--- config.mk ---
export PLATFORM = sky130hd
export DESIGN_NAME = tx_burst_framer
export DESIGN_NICKNAME = d
export VERILOG_FILES = /design/src/rtl/tx_framer_pkg.sv /design/src/rtl/tx_payload_buf.sv /design/src/rtl/tx_chk16.sv /design/src/rtl/tx_whitener.sv /design/src/rtl/tx_burst_framer.sv
export SDC_FILE = /design/constraint.sdc
export NUM_CORES = 1
export LEC_CHECK = 0
export ABC_CLOCK_PERIOD_IN_PS = 3800
export BUFFER_PORTS_ARGS = -buffer_cell sky130_fd_sc_hd__buf_4
export CORE_AREA = 2 2 170 172
export CTS_CLUSTER_DIAMETER = 80
export DETAILED_ROUTE_END_ITERATION = 16
export DIE_AREA = 0 0 172 174
export GPL_TIMING_DRIVEN = 0
export PLACE_DENSITY = 0.77
export SLEW_MARGIN = 10
export SYNTH_ARGS = -nofsm -noshare
export SYNTH_HDL_FRONTEND = slang
export SYNTH_SLANG_ARGS = --single-unit
--- constraint.sdc ---
create_clock -name clk -period 3.8 [get_ports clk]
set_input_delay 0.19 -clock clk [delete_from_list [all_inputs] [get_ports clk]]
set_output_delay 0.19 -clock clk [all_outputs]
set_load 0.01 [all_outputs]
--- src/rtl/tx_framer_pkg.sv ---
package tx_framer_pkg;

   typedef enum logic [2:0] {
      SEG_PRE = 3'd0,
      SEG_DST = 3'd1,
      SEG_SND = 3'd2,
      SEG_PAY = 3'd3,
      SEG_CHK = 3'd4
   } seg_e;

   localparam logic [7:0]  PREAMBLE_BYTE = 8'hAA;
   localparam logic [15:0] CHK_POLY      = 16'h1021;
   localparam logic [15:0] CHK_INIT      = 16'hFFFF;
   localparam int          DUMMY_STROBES = 3;

endpackage

--- src/rtl/tx_payload_buf.sv ---
module tx_payload_buf #(
   parameter int DEPTH = 32,
   parameter int IDX_W = $clog2(DEPTH)
) (
   input  logic             clk,
   input  logic             rst_n,
   input  logic             clear,
   input  logic             wr_en,
   input  logic [7:0]       wr_data,
   input  logic [IDX_W-1:0] len_field,
   input  logic [IDX_W-1:0] rd_idx,
   output logic [7:0]       rd_data,
   output logic             full
);

   localparam int FILL_W = IDX_W + 1;

   if (DEPTH != (1 << IDX_W)) begin : g_bad_depth
      $error("tx_payload_buf: DEPTH must be a power of two matching IDX_W");
   end

   logic [FILL_W-1:0] fill_q;
   logic [FILL_W-1:0] need;
   logic              accept;
   logic [7:0]        mem [DEPTH];

   assign need    = {1'b0, len_field} + FILL_W'(1);
   assign full    = (fill_q == need);
   assign accept  = wr_en && !full;
   assign rd_data = mem[rd_idx];

   for (genvar g = 0; g < DEPTH; g++) begin : g_slot
      always_ff @(posedge clk) begin
         if (accept && (fill_q[IDX_W-1:0] == IDX_W'(g))) mem[g] <= wr_data;
      end
   end

   always_ff @(posedge clk or negedge rst_n) begin
      if (!rst_n)      fill_q <= '0;
      else if (clear)  fill_q <= '0;
      else if (accept) fill_q <= fill_q + FILL_W'(1);
   end

   // a full buffer never advances its fill count
   a_r1_no_overflow: assert property (@(posedge clk) disable iff (!rst_n)
      (full && !clear) |=> (fill_q == $past(fill_q)));

endmodule

--- src/rtl/tx_chk16.sv ---
module tx_chk16 #(
   parameter logic [15:0] POLY = 16'h1021,
   parameter logic [15:0] INIT = 16'hFFFF
) (
   input  logic        clk,
   input  logic        rst_n,
   input  logic        init,
   input  logic        shift_en,
   input  logic        din,
   output logic [15:0] value
);

   logic fb;
   assign fb = value[15] ^ din;

   always_ff @(posedge clk or negedge rst_n) begin
      if (!rst_n)        value <= INIT;
      else if (init)     value <= INIT;
      else if (shift_en) value <= {value[14:0], 1'b0} ^ (fb ? POLY : 16'h0000);
   end

   // restart and accumulation never coincide
   a_r5_no_overlap: assert property (@(posedge clk) disable iff (!rst_n)
      !(init && shift_en));

endmodule

--- src/rtl/tx_whitener.sv ---
module tx_whitener #(
   parameter int STAGES = 7,
   parameter int TAP    = 4,
   parameter bit ENABLE = 1'b1
) (
   input  logic clk,
   input  logic rst_n,
   input  logic seed,
   input  logic step,
   output logic key
);

   if (TAP < 1 || TAP >= STAGES) begin : g_bad_tap
      $error("tx_whitener: TAP must lie inside the register");
   end

   if (ENABLE) begin : g_lfsr
      logic [STAGES-1:0] s_q;
      assign key = s_q[STAGES-1] ^ s_q[TAP-1];
      always_ff @(posedge clk or negedge rst_n) begin
         if (!rst_n)    s_q <= '1;
         else if (seed) s_q <= '1;
         else if (step) s_q <= {s_q[STAGES-2:0], key};
      end
      // the whitening register never locks up at zero
      a_r6_never_zero: assert property (@(posedge clk) disable iff (!rst_n)
         s_q != '0);
   end else begin : g_none
      logic unused_inputs;
      assign unused_inputs = ^{clk, rst_n, seed, step};
      assign key = 1'b0;
   end

endmodule

--- src/rtl/tx_burst_framer.sv ---
module tx_burst_framer
   import tx_framer_pkg::*;
#(
   parameter int MAX_PAYLOAD  = 32,
   parameter int ADDR_MAX     = 5,
   parameter int PRE_W        = 2,
   parameter bit HAS_WHITENER = 1'b1,
   localparam int LEN_W  = $clog2(MAX_PAYLOAD),
   localparam int AF_W   = $clog2(ADDR_MAX),
   localparam int ADDR_W = 8 * ADDR_MAX
) (
   input  logic              clk,
   input  logic              rst_n,
   input  logic [LEN_W-1:0]  cfg_pay_len,
   input  logic [AF_W-1:0]   cfg_addr_len,
   input  logic [PRE_W-1:0]  cfg_pre_len,
   input  logic              cfg_sender_en,
   input  logic              cfg_crc_en,
   input  logic              cfg_scr_en,
   input  logic [ADDR_W-1:0] cfg_dst_addr,
   input  logic [ADDR_W-1:0] cfg_src_addr,
   input  logic              wr_en,
   input  logic [7:0]        wr_data,
   input  logic              sclk_stb,
   input  logic              tx_mode,
   output logic              tx_bit,
   output logic              done_irq,
   output logic              busy
);

   localparam int CNT_W = LEN_W;

   if (MAX_PAYLOAD != (1 << LEN_W)) begin : g_bad_payload
      $error("tx_burst_framer: MAX_PAYLOAD must be a power of two");
   end
   if (ADDR_MAX < 2 || ADDR_MAX > MAX_PAYLOAD) begin : g_bad_addr
      $error("tx_burst_framer: ADDR_MAX out of range");
   end
   if ((1 << PRE_W) > MAX_PAYLOAD) begin : g_bad_pre
      $error("tx_burst_framer: preamble counter too wide");
   end

   function automatic logic [7:0] pick_byte(input logic [ADDR_W-1:0] v,
                                            input logic [CNT_W-1:0]  i);
      logic [7:0] r;
      r = '0;
      for (int k = 0; k < ADDR_MAX; k++) begin
         if (i == CNT_W'(k)) r = v[8*k +: 8];
      end
      return r;
   endfunction

   seg_e             seg_q, seg_nxt;
   logic [CNT_W-1:0] byte_q, seg_last, addr_last;
   logic [2:0]       bit_q;
   logic             busy_q, done_q, mode_q;
   logic [1:0]       dummy_q;
   logic             mode_chg, mode_fall, start, adv, finish, seg_final;
   logic             buf_full, buf_clear, buf_we;
   logic [7:0]       buf_rd, cur_byte;
   logic [15:0]      chk_val;
   logic             raw_bit, key, in_white, in_chk_span;

   assign mode_chg  = tx_mode ^ mode_q;
   assign mode_fall = mode_q && !tx_mode;
   assign start     = !busy_q && mode_fall && buf_full && (dummy_q == 2'(DUMMY_STROBES));
   assign adv       = busy_q && sclk_stb;
   assign buf_we    = wr_en && tx_mode && !busy_q;

   assign addr_last = (cfg_addr_len >= AF_W'(ADDR_MAX - 1)) ? CNT_W'(ADDR_MAX - 1)
                                                             : CNT_W'(cfg_addr_len);

   always_comb begin
      seg_nxt   = seg_q;
      seg_final = 1'b0;
      seg_last  = '0;
      cur_byte  = PREAMBLE_BYTE;
      unique case (seg_q)
         SEG_PRE: begin
            seg_last = CNT_W'(cfg_pre_len);
            seg_nxt  = SEG_DST;
         end
         SEG_DST: begin
            seg_last = addr_last;
            cur_byte = pick_byte(cfg_dst_addr, byte_q);
            seg_nxt  = cfg_sender_en ? SEG_SND : SEG_PAY;
         end
         SEG_SND: begin
            seg_last = addr_last;
            cur_byte = pick_byte(cfg_src_addr, byte_q);
            seg_nxt  = SEG_PAY;
         end
         SEG_PAY: begin
            seg_last  = cfg_pay_len;
            cur_byte  = buf_rd;
            seg_nxt   = SEG_CHK;
            seg_final = !cfg_crc_en;
         end
         SEG_CHK: begin
            seg_last  = CNT_W'(1);
            cur_byte  = (byte_q == '0) ? chk_val[15:8] : chk_val[7:0];
            seg_final = 1'b1;
         end
         default: ;
      endcase
   end

   assign raw_bit     = cur_byte[3'd7 - bit_q];
   assign in_white    = (seg_q == SEG_PAY) || (seg_q == SEG_CHK);
   assign in_chk_span = (seg_q == SEG_DST) || (seg_q == SEG_SND) || (seg_q == SEG_PAY);
   assign finish      = adv && (bit_q == 3'd7) && (byte_q == seg_last) && seg_final;
   assign buf_clear   = finish || (mode_fall && !start && !busy_q);

   assign tx_bit   = busy_q && (raw_bit ^ (cfg_scr_en && in_white && key));
   assign busy     = busy_q;
   assign done_irq = done_q;

   always_ff @(posedge clk or negedge rst_n) begin
      if (!rst_n) begin
         seg_q   <= SEG_PRE;
         byte_q  <= '0;
         bit_q   <= '0;
         busy_q  <= 1'b0;
         done_q  <= 1'b0;
         mode_q  <= 1'b0;
         dummy_q <= '0;
      end else begin
         mode_q <= tx_mode;
         if (mode_chg) done_q <= 1'b0;
         if (start) begin
            busy_q <= 1'b1;
            seg_q  <= SEG_PRE;
            byte_q <= '0;
            bit_q  <= '0;
         end else if (adv) begin
            if (bit_q != 3'd7) begin
               bit_q <= bit_q + 3'd1;
            end else begin
               bit_q <= '0;
               if (byte_q != seg_last) begin
                  byte_q <= byte_q + CNT_W'(1);
               end else begin
                  byte_q <= '0;
                  if (seg_final) begin
                     busy_q <= 1'b0;
                     done_q <= 1'b1;
                  end else begin
                     seg_q <= seg_nxt;
                  end
               end
            end
         end
         if (buf_clear || start)
            dummy_q <= '0;
         else if (!busy_q && tx_mode && buf_full && sclk_stb && dummy_q != 2'(DUMMY_STROBES))
            dummy_q <= dummy_q + 2'd1;
      end
   end

   tx_payload_buf #(.DEPTH(MAX_PAYLOAD), .IDX_W(LEN_W)) u_buf (
      .clk(clk), .rst_n(rst_n), .clear(buf_clear), .wr_en(buf_we), .wr_data(wr_data),
      .len_field(cfg_pay_len), .rd_idx(byte_q), .rd_data(buf_rd), .full(buf_full)
   );

   tx_chk16 #(.POLY(CHK_POLY), .INIT(CHK_INIT)) u_chk (
      .clk(clk), .rst_n(rst_n), .init(start), .shift_en(adv && in_chk_span),
      .din(raw_bit), .value(chk_val)
   );

   tx_whitener #(.STAGES(7), .TAP(4), .ENABLE(HAS_WHITENER)) u_white (
      .clk(clk), .rst_n(rst_n), .seed(start), .step(adv && in_white), .key(key)
   );

   // a burst only begins from a full buffer
   a_r2_start_needs_full: assert property (@(posedge clk) disable iff (!rst_n)
      $rose(busy_q) |-> $past(buf_full));
   // first bit of every burst is a preamble one
   a_r7_first_bit_one: assert property (@(posedge clk) disable iff (!rst_n)
      $rose(busy_q) |-> tx_bit);
   // line is quiet when idle
   a_r7_idle_low: assert property (@(posedge clk) disable iff (!rst_n)
      !busy_q |-> !tx_bit);
   // completion raises the interrupt
   a_r8_done_on_end: assert property (@(posedge clk) disable iff (!rst_n)
      $fell(busy_q) |-> done_q);
   // interrupt never overlaps a burst in flight
   a_r8_no_done_busy: assert property (@(posedge clk) disable iff (!rst_n)
      busy_q |-> !done_q);

endmodule

=== After elaboration in Yosys (flattened, before gate mapping) ===
Memory sizes are Yosys's and may differ from the RTL's.
Index checks and enable logic that the tools add are counted.

* Eq/ne operators: 49
* Magnitude comparators: 2
* Muxes and demuxes: 208
* Shift operators: 0
* $mul: 0
* $add $sub $neg: 6
* Bitwise operators: 5
* Divide/modulo/power cells: 0
* Reduce and logical (&&, ||, !) cells: 109

{| class="wikitable"
|+ Operators by type and width
! kind !! count
|-
| 8-bit 2-to-1 mux || 42
|-
| 8-bit OR reduction || 31
|-
| 5-bit 2-to-1 mux || 35
|-
| 1-bit 2-to-1 mux || 108
|-
| 5-bit equality test, second input constant || 16
|-
| 1-bit logical AND || 54
|-
| 5-bit by 4-bit equality test with 1-bit output, second input constant || 8
|-
| 16-bit 2-to-1 mux || 2
|-
| 8-bit case mux with 4 select lines || 1
|-
| 3-bit 2-to-1 mux || 9
|-
| 5-bit by 3-bit equality test with 1-bit output, second input constant || 5
|-
| 5-bit by 2-bit equality test with 1-bit output, second input constant || 4
|-
| 5-bit case mux with 4 select lines || 1
|-
| 16-bit XOR || 1
|-
| 7-bit 2-to-1 mux || 2
|-
| 13-bit 2-to-1 mux || 1
|-
| 6-bit 2-to-1 mux || 2
|-
| 3-bit case mux with 4 select lines || 1
|-
| 2-bit nonzero test || 6
|-
| 5-bit by 1-bit equality test with 1-bit output, second input constant || 2
|-
| 5-bit logical NOT || 2
|-
| 2-bit != test, second input constant || 4
|-
| 5-bit by 1-bit adder with 6-bit output, second input constant || 1
|-
| 6-bit by 1-bit adder with 6-bit output, second input constant || 1
|-
| other kinds (26) || 40
|}

* Output and inout port bits: 3
* Bits in writable memories: 256
* Memory bits (read-only): 0
* Memories: 1
* Word-level logic and storage cells: 390
* Bits of input ports: 106
* Register bits: 45
* Latch bits: 0

{| class="wikitable"
|+ Memory list
! memory !! words !! width !! rd ports !! clocked after Yosys merged registers in !! write ports !! line !! RTL
|-
| u_buf.mem || 32 || 8 || 1 || 0 || 1 || tx_payload_buf.sv:25 || <nowiki>logic [7:0] mem [DEPTH];</nowiki>
|}

=== Logic depth before layout (Yosys ltp) ===
* Depth in word-level cells: 39
* Mapped depth: 16
* Gate-level depth less buffers: 10

=== Cells and area by module ===
Synthesis repeated with hierarchy kept, for this count alone.

* Cells, all modules: 896
* Area total of the unflattened synthesis: 13975.9 sq um

{| class="wikitable"
|+ Modules (own cells, without submodules)
! module !! cells each !! sequential area each (sq um) !! area an instance (sq um) !! times used
|-
| tx_payload_buf || 477 || 7837.5 || 10456.3 || 1
|-
| tx_burst_framer || 338 || 400.4 || 2469.9 || 1
|-
| tx_chk16 || 56 || 420.4 || 740.7 || 1
|-
| tx_whitener || 25 || 183.9 || 309.0 || 1
|}

=== Least setup slack after synthesis ===
OpenSTA, ideal clock, no wires.

* Path kind: reg2out
* Start: reg byte_q[0]
* End: out tx_bit
* Setup slack: 273 ps
* Required time: 3610 ps
* Arrival: 3337 ps
* Path buffers: 6
* Cell stages (with the launch flop): 17
* Path through: dfrtp_1 > buf_4 > buf_4 > buf_6 > buf_6 > inv_1 > ha_1 > clkbuf_1 > nor4b_1 > buf_2 > mux2i_1 > o21ai_0 > o31a_1 > o22a_1 > a211oi_2 > nor2_1 > mux2_2

* Word-level cells in the longest chain between the ends: 11
* Elaborated cells on any way between the ends: 22
* Classes of those cells: 4 x eq/ne; 14 x mux; 1 x bitwise; 2 x reduce/logical; 1 x memory

{| class="wikitable"
|+ Ends and longest elaborated chain
! what !! line !! RTL
|-
| start, declared || tx_burst_framer.sv:54 || <nowiki>logic [CNT_W-1:0] byte_q, seg_last, addr_last;</nowiki>
|-
| start signal, assigned || tx_burst_framer.sv:141 || <nowiki>byte_q <= byte_q + CNT_W'(1);</nowiki>
|-
| 5-bit logical NOT || tx_burst_framer.sv:48, tx_burst_framer.sv:101 ||
|-
| 8-bit 2-to-1 mux (5 in a row) || tx_burst_framer.sv:48 || <nowiki>if (i == CNT_W'(k)) r = v[8*k +: 8];</nowiki>
|-
| 8-bit case mux with 4 select lines * || tx_burst_framer.sv:78 || <nowiki>unique case (seg_q)</nowiki>
|-
| 1-bit binary-select mux with 3-bit select * || tx_burst_framer.sv:108 || <nowiki>assign raw_bit = cur_byte[3'd7 - bit_q];</nowiki>
|-
| 1-bit 2-to-1 mux (implied by the code) * || tx_burst_framer.sv:108 ||
|-
| 1-bit XOR * || tx_burst_framer.sv:114 || <nowiki>assign tx_bit = busy_q && (raw_bit ^ (cfg_scr_en && in_white && key));</nowiki>
|-
| 1-bit logical AND * || tx_burst_framer.sv:114 ||
|-
| end, declared || tx_burst_framer.sv:26 || <nowiki>output logic tx_bit,</nowiki>
|}

Mark *: on every way between the ends. The rest lies on a longest branch, timed or not. The select of a mux whose other input is x is not followed.

=== Worst setup path in the final report ===
* Start: reg byte_q[1]
* End: out tx_bit

Same word-level chain as after synthesis.

==> out/summary.md <==
The register clock-pin slew on the reported worst setup and hold paths works out to 0.06 ns. Synthesis produced 942 cells. The checks that failed: negative setup slack. For the synthesized area, the log shows 13820 um^2. The max-slew violation count is 0. The routability-driven placement congestion ratio was 0.9610.

TritonCTS built the clock tree. The share of the clock period used by the worst path after layout is 1.088. The starting density of the core is 0.4893, and the worst clock skew is 0.02469 ns.

The tightest min-delay check is of the in2reg type. The maximum level of the CTS H-tree is 1. The floorplan has 62 rows. Endpoint arrival time on the critical path: 3.94 ns. Number of flops mapped to enable cells by yosys: 256. The die area was 29930 um^2; the final critical-path setup slack was -0.3344 ns. Count of input and output buffers: 107. The ratio of routed vias to standard cells works out to 6.140. The tools report the end point of the most critical hold path as u_buf.mem[21][3]. For the worst vdd rail ir drop, the log shows 343.9 uV. The growth of design area from synthesis to finish came out at 20.40%.

The global-route usage over all layers is 0.2479, and the floorplan die height is 174 um. Power spread over the standard cell area amounts to 617.1 nW/um^2. At the worst endpoint, the required time is 3.61 ns. Of all nets on the critical path, the largest fanout is 8.

The most used flip-flop cell after synthesis is sky130_fd_sc_hd__edfxtp_1. In the layout the commonest cells are sky130_fd_sc_hd__edfxtp_1, sky130_fd_sc_hd__buf_4, sky130_fd_sc_hd__nor2_1, sky130_fd_sc_hd__mux4_2, sky130_fd_sc_hd__a21oi_1. The routed layout has 9278 vias.

The worst setup path is launched from a register. Counting I/O delays and the setup requirement, the final critical path takes 4.134 ns. The logs give 1 for the setup violation total in the final timing report and 0.005825 uW for the leakage dissipation. For this run, the post-layout net count is 1229. The tools report the DRC violation total after the first TritonRoute iteration as 1187. The number of hold violations in the final report was 0. Relative slew slack: 0.2607. The Yosys step of the flow raised 0 warnings. The via count of the first global-routing pass was 9083.

The logs give 70 for the number of distinct library cells after synthesis and 0 for the antenna diode count. Including well taps, the total number of placed cells is 1433. The post-synth net total was 1063. The final global-route overflow total was 0; the flop and latch count out of synthesis was 301. For the number of top-level pins, the log shows 109. STA classifies the critical path endpoint as a primary output. Across the run, the number of max-cap violations was 0. The later pin in the worst-skew pair is clocked with a latency of 0.56 ns. After detailed placement, the total cell area comes to 15100 um^2. After detailed routing, the number of remaining DRC violations is 0. The clock passes through at most 3 buffers. Detailed placement ended at an HPWL of 24980 um. The logs give 29 for the TritonCTS buffer count and 16630 um^2 for the final design area excluding fillers.

For the number of nets with antenna violations after detailed routing, the log shows 0. By startpoint and endpoint, the worst setup path is classified as reg2out. Based on the critical path, the design can be clocked at up to 241.9 MHz.

The leading cell type in the layout, fill and taps excluded is sky130_fd_sc_hd__edfxtp_1. The sequential share of the synthesized area was 0.6400. Entering global routing, the biggest net connects 46 pins.

Prior to clock tree synthesis, the placed netlist has a worst setup slack of -1.096 ns. For the number of antenna violations at the first check in global routing, the log shows 0. The transition time at the pin with the least slew margin was 1.099 ns; the number of cells on the worst reg-to-reg path was 19. The floorplan core area was 28240 um^2; the cell count of the worst hold path was 1. The tools report the worst reg2reg path startpoint as byte_q[0]. The finished layout holds 1511 standard cells, fillers aside. The number of sinks driven by the clock tree came out at 301. The endpoint of the worst-slack reg-to-reg timing path is u_chk.value[5]. The flow ran to the end, but the final reports show violations.

Layout cell share with drive strength beyond 1: 0.2893. Setup repair after global routing could not meet its margin everywhere. The first global-routing pass estimated 55000 um of wire. The startpoint of the worst hold path is wr_data[3]. In this run the mean area of a mapped cell was 14.67 um^2.

The total wire length after detailed routing came out at 37400 um. The wire length per cell is 24.75 um. The final worst hold slack is 0.07045 ns. For flop-to-flop paths, the worst setup slack is 0.14 ns.

The buffer cell driving the clock tree root is sky130_fd_sc_hd__clkbuf_16. The first TritonRoute pass finished after 8 iterations. The proportion of synthesized flip-flops having asynchronous set or reset came out at 0.1495.

The die is 172 um wide.
[critical path: stages (launching register included)]
cell and delay (ns):
sky130_fd_sc_hd__dfrtp_2 0.45, sky130_fd_sc_hd__buf_4 0.16, sky130_fd_sc_hd__buf_4 0.15, sky130_fd_sc_hd__or3b_2 0.43
sky130_fd_sc_hd__clkbuf_1 0.25, sky130_fd_sc_hd__o221ai_1 0.33, sky130_fd_sc_hd__a211o_1 0.21, sky130_fd_sc_hd__nand3_1 0.17
sky130_fd_sc_hd__a221o_1 0.43, sky130_fd_sc_hd__o211a_1 0.17, sky130_fd_sc_hd__nor2_2 0.16, sky130_fd_sc_hd__mux2_2 0.35
sky130_fd_sc_hd__buf_6 0.12
[logic make-up after synthesis]
logic type | count (synthesis) | synth area share
adders and majority gates | 15 | 0.01358
buffers and inverters | 78 | 0.02726
and+or+nand+nor | 242 | 0.09419
AOI/OAI and AO/OA | 187 | 0.09708
muxes | 96 | 0.1133
xor gates and xnor gates | 23 | 0.01458
DFF | 301 | 0.6400
[worst max-delay path by stage]
stage,from,to,slack [ns],depth (start not counted)
2_1_floorplan,byte_q[0],tx_bit,0.27,16
3_3_place_gp,byte_q[0],tx_bit,-1.02,17
3_5_place_dp,byte_q[1],tx_bit,-1.10,16
4_1_cts,byte_q[0],tx_bit,-0.38,17
5_1_grt,byte_q[0],tx_bit,-0.41,18
6_report,byte_q[1],tx_bit,-0.33,12
[power breakdown]
group          leakage [uW]  internal (uW)  switching, uW
Clock              0.000453           1600           1220
Combinational       0.00256           1690           1990
Sequential          0.00282           3670           95.4
Total               0.00582           6960           3310
[synthesized netlist by cell type (all sizes together) (5+ instances only)]
cell	n	area, um^2
nor2b	21	131.4
o21ai	17	85.08
nand2	34	127.6
a211oi	35	272.8
edfxtp	256	7687
nand3	24	120.1
a21oi	48	240.2
a22o	10	87.58
nand3b	16	120.1
nor2	60	225.2
inv	16	60.06
ha	15	187.7
o221ai	15	131.4
nor3	24	120.1
a22oi	10	75.07
mux4	48	1081
xor2	9	78.83
xnor2	14	122.6
dfrtp	22	550.5
clkbuf	35	132.6
and3	5	31.28
and2	25	156.4
buf	27	183.9
dfstp	23	604.3
and3b	7	61.31
mux2i	45	450.4
a211o	6	52.55
[per-stage QoR]
step	utilization	TNS [ns]	power, uW
final	0.5891	-0.3344	10260
after detailed placement	0.5347	-3.499	6867
after floorplan	-	0	5861
after global routing	0.5891	-0.4189	10580
after CTS	0.5815	-0.3817	10030
after global placement	0.5347	-3.153	6816
[registers in the layout, indices dropped and copies added, names as in the netlist]
name / flops
u_chk.value: 16
dummy_q: 2
mode_q: 1
u_buf.fill_q: 6
seg_q: 3
u_buf.mem: 256
done_irq: 1
busy: 1
bit_q: 3
byte_q: 5
u_white.g_lfsr.s_q: 7
[layout make-up]
cell class | instances | area (um^2)
fill | 2159 | 11600
sequential | 301 | 8843
multi-input combinational | 563 | 4801
timing repair buffer | 136 | 1039
clock buffer | 29 | 725.7
buffer | 61 | 480.5
tap | 384 | 480.5
clock inverter | 21 | 197.7
inverter | 16 | 66.31
[metal layers]
metal	global-route usage	share of wire	up-vias
met5	0	0	-
met4	0.09384	0.033	0
met3	0.04235	0.093	86
met2	0.4123	0.49	536
met1	0.3275	0.38	4608
li1	-	-	4048
[repair_timing]
item | 4_1_cts | 5_1_grt
gates cloned | 1 | 0
gates resized for setup | 64 | 34
pin swaps | 6 | 15
endpoints found under the hold margin | 27 | 0
hold buffers | 5 | 0
buffers inserted | 14 | 9
endpoints found under the setup margin | 4 | 1
Power figures use the tool's default switching activity.
